$ cat config.mk
export PLATFORM = sky130hd
export DESIGN_NAME = cpu_presence_bank
export DESIGN_NICKNAME = d
export VERILOG_FILES = /design/src/rtl/cpuhp_pkg.sv /design/src/rtl/cpuhp_bitmap.sv /design/src/rtl/cpuhp_mode_sw.sv /design/src/rtl/cpuhp_evt.sv /design/src/rtl/cpu_presence_bank.sv
export SDC_FILE = /design/constraint.sdc
export NUM_CORES = 1
export LEC_CHECK = 0
export ABC_CLOCK_PERIOD_IN_PS = 2100
export BUFFER_PORTS_ARGS = -buffer_cell sky130_fd_sc_hd__buf_2
export CAP_MARGIN = 10
export CELL_PAD_IN_SITES_DETAIL_PLACEMENT = 2
export CELL_PAD_IN_SITES_GLOBAL_PLACEMENT = 2
export CORE_ASPECT_RATIO = 0.9
export CORE_UTILIZATION = 40
export CTS_BUF_LIST = sky130_fd_sc_hd__clkbuf_4
export DETAILED_ROUTE_END_ITERATION = 8
export PLACE_DENSITY = 0.82
export SETUP_SLACK_MARGIN = 0.4
export SLEW_MARGIN = 10
export SYNTH_ARGS = -nofsm -noshare
export SYNTH_HDL_FRONTEND = slang
export SYNTH_SLANG_ARGS = --single-unit
$ cat constraint.sdc
create_clock -name clk -period 2.1 [get_ports clk]
set_input_delay 0.42 -clock clk [delete_from_list [all_inputs] [get_ports clk]]
set_output_delay 0.42 -clock clk [all_outputs]
set_load 0.05 [all_outputs]
$ cat src/rtl/cpuhp_pkg.sv
package cpuhp_pkg;

    localparam int BITS_PER_BYTE = 8;
    localparam int SWITCH_BYTES  = 4;

    typedef struct packed {
        logic [SWITCH_BYTES-1:0] zero_seen;
        logic                    new_mode;
    } mode_state_t;

    typedef struct packed {
        logic pending;
    } evt_state_t;

endpackage

$ cat src/rtl/cpuhp_bitmap.sv
module cpuhp_bitmap
    import cpuhp_pkg::*;
#(
    parameter int NUM_SLOTS = 256,
    parameter int HOST_AW   = 6,
    localparam int SLOT_W   = $clog2(NUM_SLOTS),
    localparam int NUM_BYTES = NUM_SLOTS / BITS_PER_BYTE,
    localparam int BYTE_W   = $clog2(NUM_BYTES)
) (
    input  logic               clk,
    input  logic               rst_n,
    input  logic               upd_en,
    input  logic [SLOT_W-1:0]  upd_slot,
    input  logic               upd_add,
    input  logic               rd_en,
    input  logic [HOST_AW-1:0] rd_addr,
    output logic [7:0]         rd_data,
    output logic               rd_valid
);

    typedef struct packed {
        logic [NUM_SLOTS-1:0] bits;
        logic [7:0]           rdata;
        logic                 rvalid;
    } map_state_t;

    map_state_t st_d, st_q;

    logic [7:0] lane [NUM_BYTES];

    for (genvar g = 0; g < NUM_BYTES; g++) begin : g_lane
        assign lane[g] = st_q.bits[g*BITS_PER_BYTE +: BITS_PER_BYTE];
    end

    logic             in_range;
    logic [BYTE_W-1:0] lane_idx;

    assign in_range = (rd_addr < HOST_AW'(NUM_BYTES));
    assign lane_idx = rd_addr[BYTE_W-1:0];

    always_comb begin
        st_d        = st_q;
        st_d.rvalid = rd_en;
        if (rd_en) begin
            st_d.rdata = in_range ? lane[lane_idx] : 8'h00;
        end
        if (upd_en) begin
            st_d.bits[upd_slot] = upd_add;
        end
    end

    always_ff @(posedge clk) begin
        if (!rst_n) begin
            st_q <= '0;
        end else begin
            st_q <= st_d;
        end
    end

    assign rd_data  = st_q.rdata;
    assign rd_valid = st_q.rvalid;

endmodule

$ cat src/rtl/cpuhp_mode_sw.sv
module cpuhp_mode_sw
    import cpuhp_pkg::*;
#(
    parameter int HOST_AW = 6
) (
    input  logic               clk,
    input  logic               rst_n,
    input  logic               wr_en,
    input  logic [HOST_AW-1:0] wr_addr,
    input  logic [7:0]         wr_data,
    output logic               new_mode
);

    localparam int SEL_W = $clog2(SWITCH_BYTES);

    mode_state_t st_d, st_q;

    logic in_word;

    assign in_word = (wr_addr < HOST_AW'(SWITCH_BYTES));

    always_comb begin
        st_d = st_q;
        if (!st_q.new_mode && wr_en && in_word) begin
            if (wr_data == 8'h00) begin
                st_d.zero_seen[wr_addr[SEL_W-1:0]] = 1'b1;
            end else begin
                st_d.zero_seen = '0;
            end
            if (&st_d.zero_seen) begin
                st_d.new_mode = 1'b1;
            end
        end
    end

    always_ff @(posedge clk) begin
        if (!rst_n) begin
            st_q <= '0;
        end else begin
            st_q <= st_d;
        end
    end

    assign new_mode = st_q.new_mode;

endmodule

$ cat src/rtl/cpuhp_evt.sv
module cpuhp_evt
    import cpuhp_pkg::*;
#(
    parameter int EVT_BIT = 2
) (
    input  logic       clk,
    input  logic       rst_n,
    input  logic       set_evt,
    input  logic       clr_wr,
    input  logic [7:0] clr_data,
    output logic       sts
);

    evt_state_t st_d, st_q;

    always_comb begin
        st_d = st_q;
        if (clr_wr && clr_data[EVT_BIT]) begin
            st_d.pending = 1'b0;
        end
        if (set_evt) begin
            st_d.pending = 1'b1;
        end
    end

    always_ff @(posedge clk) begin
        if (!rst_n) begin
            st_q <= '0;
        end else begin
            st_q <= st_d;
        end
    end

    assign sts = st_q.pending;

endmodule

$ cat src/rtl/cpu_presence_bank.sv
module cpu_presence_bank
    import cpuhp_pkg::*;
#(
    parameter int NUM_SLOTS = 256,
    parameter int EVT_BIT   = 2,
    localparam int SLOT_W   = $clog2(NUM_SLOTS),
    localparam int BYTE_W   = $clog2(NUM_SLOTS / BITS_PER_BYTE),
    localparam int HOST_AW  = BYTE_W + 1
) (
    input  logic               clk,
    input  logic               rst_n,
    input  logic               hp_req_valid,
    input  logic [SLOT_W-1:0]  hp_req_slot,
    input  logic               hp_req_add,
    input  logic               host_rd_en,
    input  logic               host_wr_en,
    input  logic [HOST_AW-1:0] host_addr,
    input  logic [7:0]         host_wdata,
    output logic [7:0]         host_rdata,
    output logic               host_rd_valid,
    input  logic               gpe_wr_en,
    input  logic [7:0]         gpe_wdata,
    output logic               gpe_cpu_evt,
    output logic               new_if_mode,
    output logic               fwd_valid,
    output logic [SLOT_W-1:0]  fwd_slot,
    output logic               fwd_add
);

    typedef struct packed {
        logic              valid;
        logic [SLOT_W-1:0] slot;
        logic              add;
    } fwd_state_t;

    fwd_state_t fwd_d, fwd_q;

    logic mode_now;
    logic legacy_req;
    logic modern_req;

    assign legacy_req = hp_req_valid && !mode_now;
    assign modern_req = hp_req_valid &&  mode_now;

    cpuhp_mode_sw #(
        .HOST_AW (HOST_AW)
    ) u_mode (
        .clk      (clk),
        .rst_n    (rst_n),
        .wr_en    (host_wr_en),
        .wr_addr  (host_addr),
        .wr_data  (host_wdata),
        .new_mode (mode_now)
    );

    cpuhp_bitmap #(
        .NUM_SLOTS (NUM_SLOTS),
        .HOST_AW   (HOST_AW)
    ) u_map (
        .clk      (clk),
        .rst_n    (rst_n),
        .upd_en   (legacy_req),
        .upd_slot (hp_req_slot),
        .upd_add  (hp_req_add),
        .rd_en    (host_rd_en),
        .rd_addr  (host_addr),
        .rd_data  (host_rdata),
        .rd_valid (host_rd_valid)
    );

    cpuhp_evt #(
        .EVT_BIT (EVT_BIT)
    ) u_evt (
        .clk      (clk),
        .rst_n    (rst_n),
        .set_evt  (legacy_req),
        .clr_wr   (gpe_wr_en),
        .clr_data (gpe_wdata),
        .sts      (gpe_cpu_evt)
    );

    always_comb begin
        fwd_d       = fwd_q;
        fwd_d.valid = modern_req;
        if (modern_req) begin
            fwd_d.slot = hp_req_slot;
            fwd_d.add  = hp_req_add;
        end
    end

    always_ff @(posedge clk) begin
        if (!rst_n) begin
            fwd_q <= '0;
        end else begin
            fwd_q <= fwd_d;
        end
    end

    assign new_if_mode = mode_now;
    assign fwd_valid   = fwd_q.valid;
    assign fwd_slot    = fwd_q.slot;
    assign fwd_add     = fwd_q.add;

endmodule

==> metrics.csv, run 1 <==
stage;metric;value;unit
cts;cts_made_buffers;80;
logic_synthesis;synth-edff-count;0;
die;start_util;40.8;%
global_routing;antenna_found_initial;13;
logic_synthesis;avgSynthCellArea;8.51;um2
die;io_pins;58;
die;die_x;199;um
die;row_count;64;
die;fp.dieH;179;um
logic_synthesis;yosys.area.top_type;dfxtp_1;
logic_synthesis;synth_flop_cell;dfxtp_1;
logic_synthesis;synth_top_cell_area_share;40.3;%
global_routing;track_usage;74.6;%
run_status;failing_step;global routing;
logic_synthesis;ys_top_cells_by_area;dfxtp_1 (40%), a21boi_0 (13%), o21ai_0 (9.0%), nand3_1 (8.7%), mux2i_1 (7.6%);
logic_synthesis;ys_seq_elements;281;
logic_synthesis;syn-cell-area;14000;um2
timing;worst-ep-kind;top-level output;
cts;h-tree-depth;3;
logic_synthesis;synthesis.nets;1678;
logic_synthesis;yosys_warnings;0;
cts;cts_sinks;281;
timing;crit_endpoint;new_if_mode;
cts;cts-root-buf;clkbuf_4;
run_status;status;aborted with a tool error;
placed_design;portBuffers;50;
placed_design;place_ws;-0.160;ns
global_routing;grt_overflow_total;16;
logic_synthesis;synth.distinct_cells;40;
logic_synthesis;synthCells;1641;
cts;clockBufferDepth;3;
global_routing;grt_max_degree;107;
placed_design;dp_hpwl;41600;um
placed_design;place.gp.congestion;0.852;
run_status;stop_error;[ERROR GRT-0232] Routing congestion too high. Check the congestion heatmap in the GUI.;
logic_synthesis;ys_seq_area_share;40.3;%
placed_design;placed_area;15500;um2
logic_synthesis;async_reset_ff_share;0;%
==> synth_stat cells, types with 6 or more instances <==
| library cell | count |
|---|---|
| a31oi_1 | 8 |
| nor2b_1 | 22 |
| nand3_1 | 242 |
| a21o_1 | 6 |
| nor4_2 | 7 |
| nor3_1 | 7 |
| nand2_1 | 80 |
| mux4_2 | 16 |
| nand2b_1 | 8 |
| a21boi_0 | 236 |
| clkbuf_1 | 114 |
| o21ai_0 | 251 |
| o211ai_1 | 7 |
| mux2_2 | 6 |
| nand4_1 | 8 |
| a21boi_1 | 21 |
| a22oi_1 | 40 |
| dfxtp_1 | 281 |
| nor2_1 | 60 |
| a21oi_1 | 26 |
| buf_2 | 43 |
| buf_4 | 10 |
| a2111oi_0 | 6 |
| mux2i_1 | 106 |
==> metal layers <==
layer  global-route usage, %  overflow
met5                    29.1         0
met4                    74.1         9
met3                    57.4         0
met2                    91.5         7
met1                    75.7         0
==> logic make-up after synthesis <==
family                 share of synthesized area (%)
AND/OR/NAND/NOR                                 15.7
AO/OA/AOI/OAI                                   27.8
multiplexers                                    10.7
flip-flops                                      40.3
buffers and inverters                           5.52
==> stage by stage <==
| step | std cells | util [%] |
|---|---|---|
| 2_1_floorplan | 1641 | - |
| 3_3_place_gp | 2132 | 45.4 |
| 3_5_place_dp | 2132 | 45.4 |
| 4_1_cts | 2312 | 50.6 |
==> repair_timing <==
item,in CTS
hold buffers,9
cloned,3
hold endpoints to repair,7
endpoints found under the setup margin,110
pin swaps,4
setup buffers,22
gates resized for setup,164
==> run 2: changes to the inputs <==
--- a/config.mk
+++ b/config.mk
@@ -8,14 +8,9 @@
 export ABC_CLOCK_PERIOD_IN_PS = 2100
 export BUFFER_PORTS_ARGS = -buffer_cell sky130_fd_sc_hd__buf_2
 export CAP_MARGIN = 10
-export CELL_PAD_IN_SITES_DETAIL_PLACEMENT = 2
-export CELL_PAD_IN_SITES_GLOBAL_PLACEMENT = 2
-export CORE_ASPECT_RATIO = 0.9
 export CORE_UTILIZATION = 40
-export CTS_BUF_LIST = sky130_fd_sc_hd__clkbuf_4
 export DETAILED_ROUTE_END_ITERATION = 8
-export PLACE_DENSITY = 0.82
-export SETUP_SLACK_MARGIN = 0.4
+export PLACE_DENSITY_LB_ADDON = 0.15
 export SLEW_MARGIN = 10
 export SYNTH_ARGS = -nofsm -noshare
 export SYNTH_HDL_FRONTEND = slang
==> run 2 against run 1 <==
Net effect:
- synthesized cell count is the same
- the flow now finishes without violations
- synthesized area is the same
==> metrics.csv, run 2 <==
stage;metric;value;unit;change
die;io_pins;58;;unchanged
cts;cts_made_buffers;34;;was 80
layout;antennaDiodeCount;0;;
setup_path;path_delay_family;simple AND/OR/NAND/NOR gates;;
setup_path;path_max_fanout;17;;
detailed_routing;avgViaCountPerCell;5.93;;
logic_synthesis;ys_seq_elements;281;;unchanged
logic_synthesis;avgSynthCellArea;8.51;um2;unchanged
logic_synthesis;synth_top_cell_area_share;40.3;%;unchanged
detailed_routing;first_pass_iters;5;;
timing;final.period_utilization;86.7;%;
logic_synthesis;synthTopCellsByCount;dfxtp_1 (281), o21ai_0 (251), nand3_1 (242);;unchanged
layout;largest_reg_flops;256;;
timing;post-route-min-period;1.82;ns;
cts;clock_latency;0.52;ns;
logic_synthesis;synthCells;1641;;unchanged
timing;finClkSkew;0.0116;ns;
layout;num-nets-final;1738;;
die;die-area;35600;um2;
setup_path;critPathSlowestCell;or3_1;;
logic_synthesis;synthesis.nets;1678;;unchanged
placed_design;portBuffers;50;;unchanged
global_routing;grt_max_degree;145;;
cts;cts-root-buf;clkbuf_16;;was clkbuf_4
setup_path;cp.buffers_inverters;1;;
min_path;hold_path_class;input port to flop;;
cts;h-tree-depth;2;;was 3
detailed_routing;wl_met1;20800;um;
detailed_routing;routed.top_layer;met4;;
logic_synthesis;ys_top_cells_by_area;dfxtp_1 (40%), a21boi_0 (13%), o21ai_0 (9.0%), nand3_1 (8.7%), mux2i_1 (7.6%);;unchanged
die;row_count;68;;was 64
placed_design;place_ws;-0.0723;ns;was -0.160 ns
power;p_sw;2980;uW;
power;p_leak;0.00568;uW;
layout;area_growth;18.5;%;
job;max-cap-violations;0;;
setup_path;slowest_delay;0.60;ns;
cts;clk_pin_slew;0.06;ns;
global_routing;track_usage;26.3;%;
detailed_routing;ant_nets;0;;
detailed_routing;routed_wl;47400;um;
logic_synthesis;syn-cell-area;14000;um2;unchanged
power;power_frac_clock;47.5;%;
layout;final_common_cell;dfxtp_1;;
setup_path;crit_arrival;2.26;ns;
die;core_area;34500;um2;
timing;relSlewSlack;59.1;%;
detailed_routing;dr_wl_met3;2400;um;
detailed_routing;drt_iter0_markers;1130;;
cts;cts_sinks;281;;unchanged
logic_synthesis;async_reset_ff_share;0;%;unchanged
power;seq_power_share;43.6;%;
global_routing;grt_overflow_total;0;;
logic_synthesis;yosys_warnings;0;;unchanged
timing;max_freq;0.549;GHz;
power;p_per_area;743;nW/um2;
logic_synthesis;synth-edff-count;0;;unchanged
placed_design;dp_hpwl;30700;um;was 41600 um
global_routing;grt_pass1_wl;72900;um;
power;irDropWorstVdd;487;uV;
cts;cts_setup_buffers;0;;was 22
cts;cts_resized;0;;was 164
detailed_routing;wire_per_inst;21.8;um;
die;die_x;189;um;was 199 um
die;fp.dieH;189;um;was 179 um
setup_path;cp-end-kind;flop;;
global_routing;antenna_found_initial;1;;
placed_design;place.gp.congestion;0.820;;was 0.852
logic_synthesis;synth.distinct_cells;40;;unchanged
timing;hold_viol;0;;
global_routing;grt_pass1_vias;12287;;
timing;whs;0.160;ns;
setup_path;worst-setup-path-type;flop to flop;;
cts;hold_buffers;0;;was 9
timing;final.setup.worst_slack;0.279;ns;
power;p_comb_share;8.9;%;
detailed_routing;met2_length;22400;um;
layout;drive_gt1_share;16.6;%;
setup_path;crit_required;2.54;ns;
timing;worst_pin_slew;0.614;ns;
layout;layout_common_cells;dfxtp_1 (281), o21ai_0 (251), nand3_1 (242);;
power;p_int;9300;uW;
setup_path;cp_cell_sequence;nand2b_1, or3_1, buf_4, nor2_1, nand2_1, a21boi_0;;
cts;clockBufferDepth;3;;unchanged
timing;maxSlewViolCount;0;;
logic_synthesis;synth_most_common_cell;dfxtp_1;;unchanged
cts;cts_tree;built;;
die;start_util;40.5;%;was 40.8%
detailed_routing;drc;0;;
logic_synthesis;yosys.area.top_type;dfxtp_1;;unchanged
setup_path;cp-start-kind;flop;;
power;swShare;24.3;%;
timing;setup_violations;0;;
logic_synthesis;synth_flop_cell;dfxtp_1;;unchanged
power;total_power;12300;uW;
timing;rsz0062_at_grt;false;;
logic_synthesis;ys_seq_area_share;40.3;%;unchanged
run_status;status;completed;;was aborted with a tool error
detailed_routing;vias;12899;;
[run 2: cell counts after synthesis]
Identical to the previous run, type by type.
[run 2: cells by family (layout without fill, tap and decap cells)]
family	after synthesis	count (layout)	synth area share (%)
multiplexers	128	128	10.7
flip-flops	281	281	40.3
AO/OA/AOI/OAI	608	608	27.8
AND/OR/NAND/NOR	447	447	15.7
buffers and inverters	177	256	5.52
[run 2: metrics by stage]
step           area, um2  instances  TNS (ns)  util [%]
3_3_place_gp       15400       2120   -0.0762      44.8
6_report           16500       2175         0      48.0
3_5_place_dp       15400       2120    -0.166      44.8
2_1_floorplan      14000       1641         0         -
5_1_grt            16500       2175         0      48.0
4_1_cts            16500       2175         0      48.0
[run 2: power by group through the flow]
stage,logic (uW),clock network [uW],registers [uW]
global placement,1070,0,5470
floorplan,588,0,5500
CTS,1080,5930,5360
global route,1140,6180,5350
detailed placement,1080,0,5470
finish,1090,5840,5360
[run 2: worst paths after layout]
check                           cells past startpoint            start  slack [ns]              to
worst max-delay path                                6  u_mode.new_mode        0.28  u_map.lane[34]
worst min-delay path                                2       host_rd_en        0.16  u_map.rd_valid
worst max register to register                      6  u_mode.new_mode        0.28  u_map.lane[34]
worst min register to register                      2      fwd_slot[3]        0.46     fwd_slot[3]
[run 2: layout make-up]
cell class	instances	area [um2]
Clock inverter	7	85.1
Timing Repair Buffer	197	1640
Fill cell	3312	17900
Clock buffer	48	1010
Tap cell	455	569
Multi-Input combinational cell	1183	7600
Inverter	4	15.0
Sequential cell	281	5630
[run 2: per-layer routing]
metal / GRT usage [%] / vias up
met3: 2.98 / 106
met2: 43.8 / 410
met5: 0 / -
met4: 11.2 / 0
met1: 34.4 / 6325
li1: - / 6058
No activity file was read; power rests on OpenSTA's default activity.
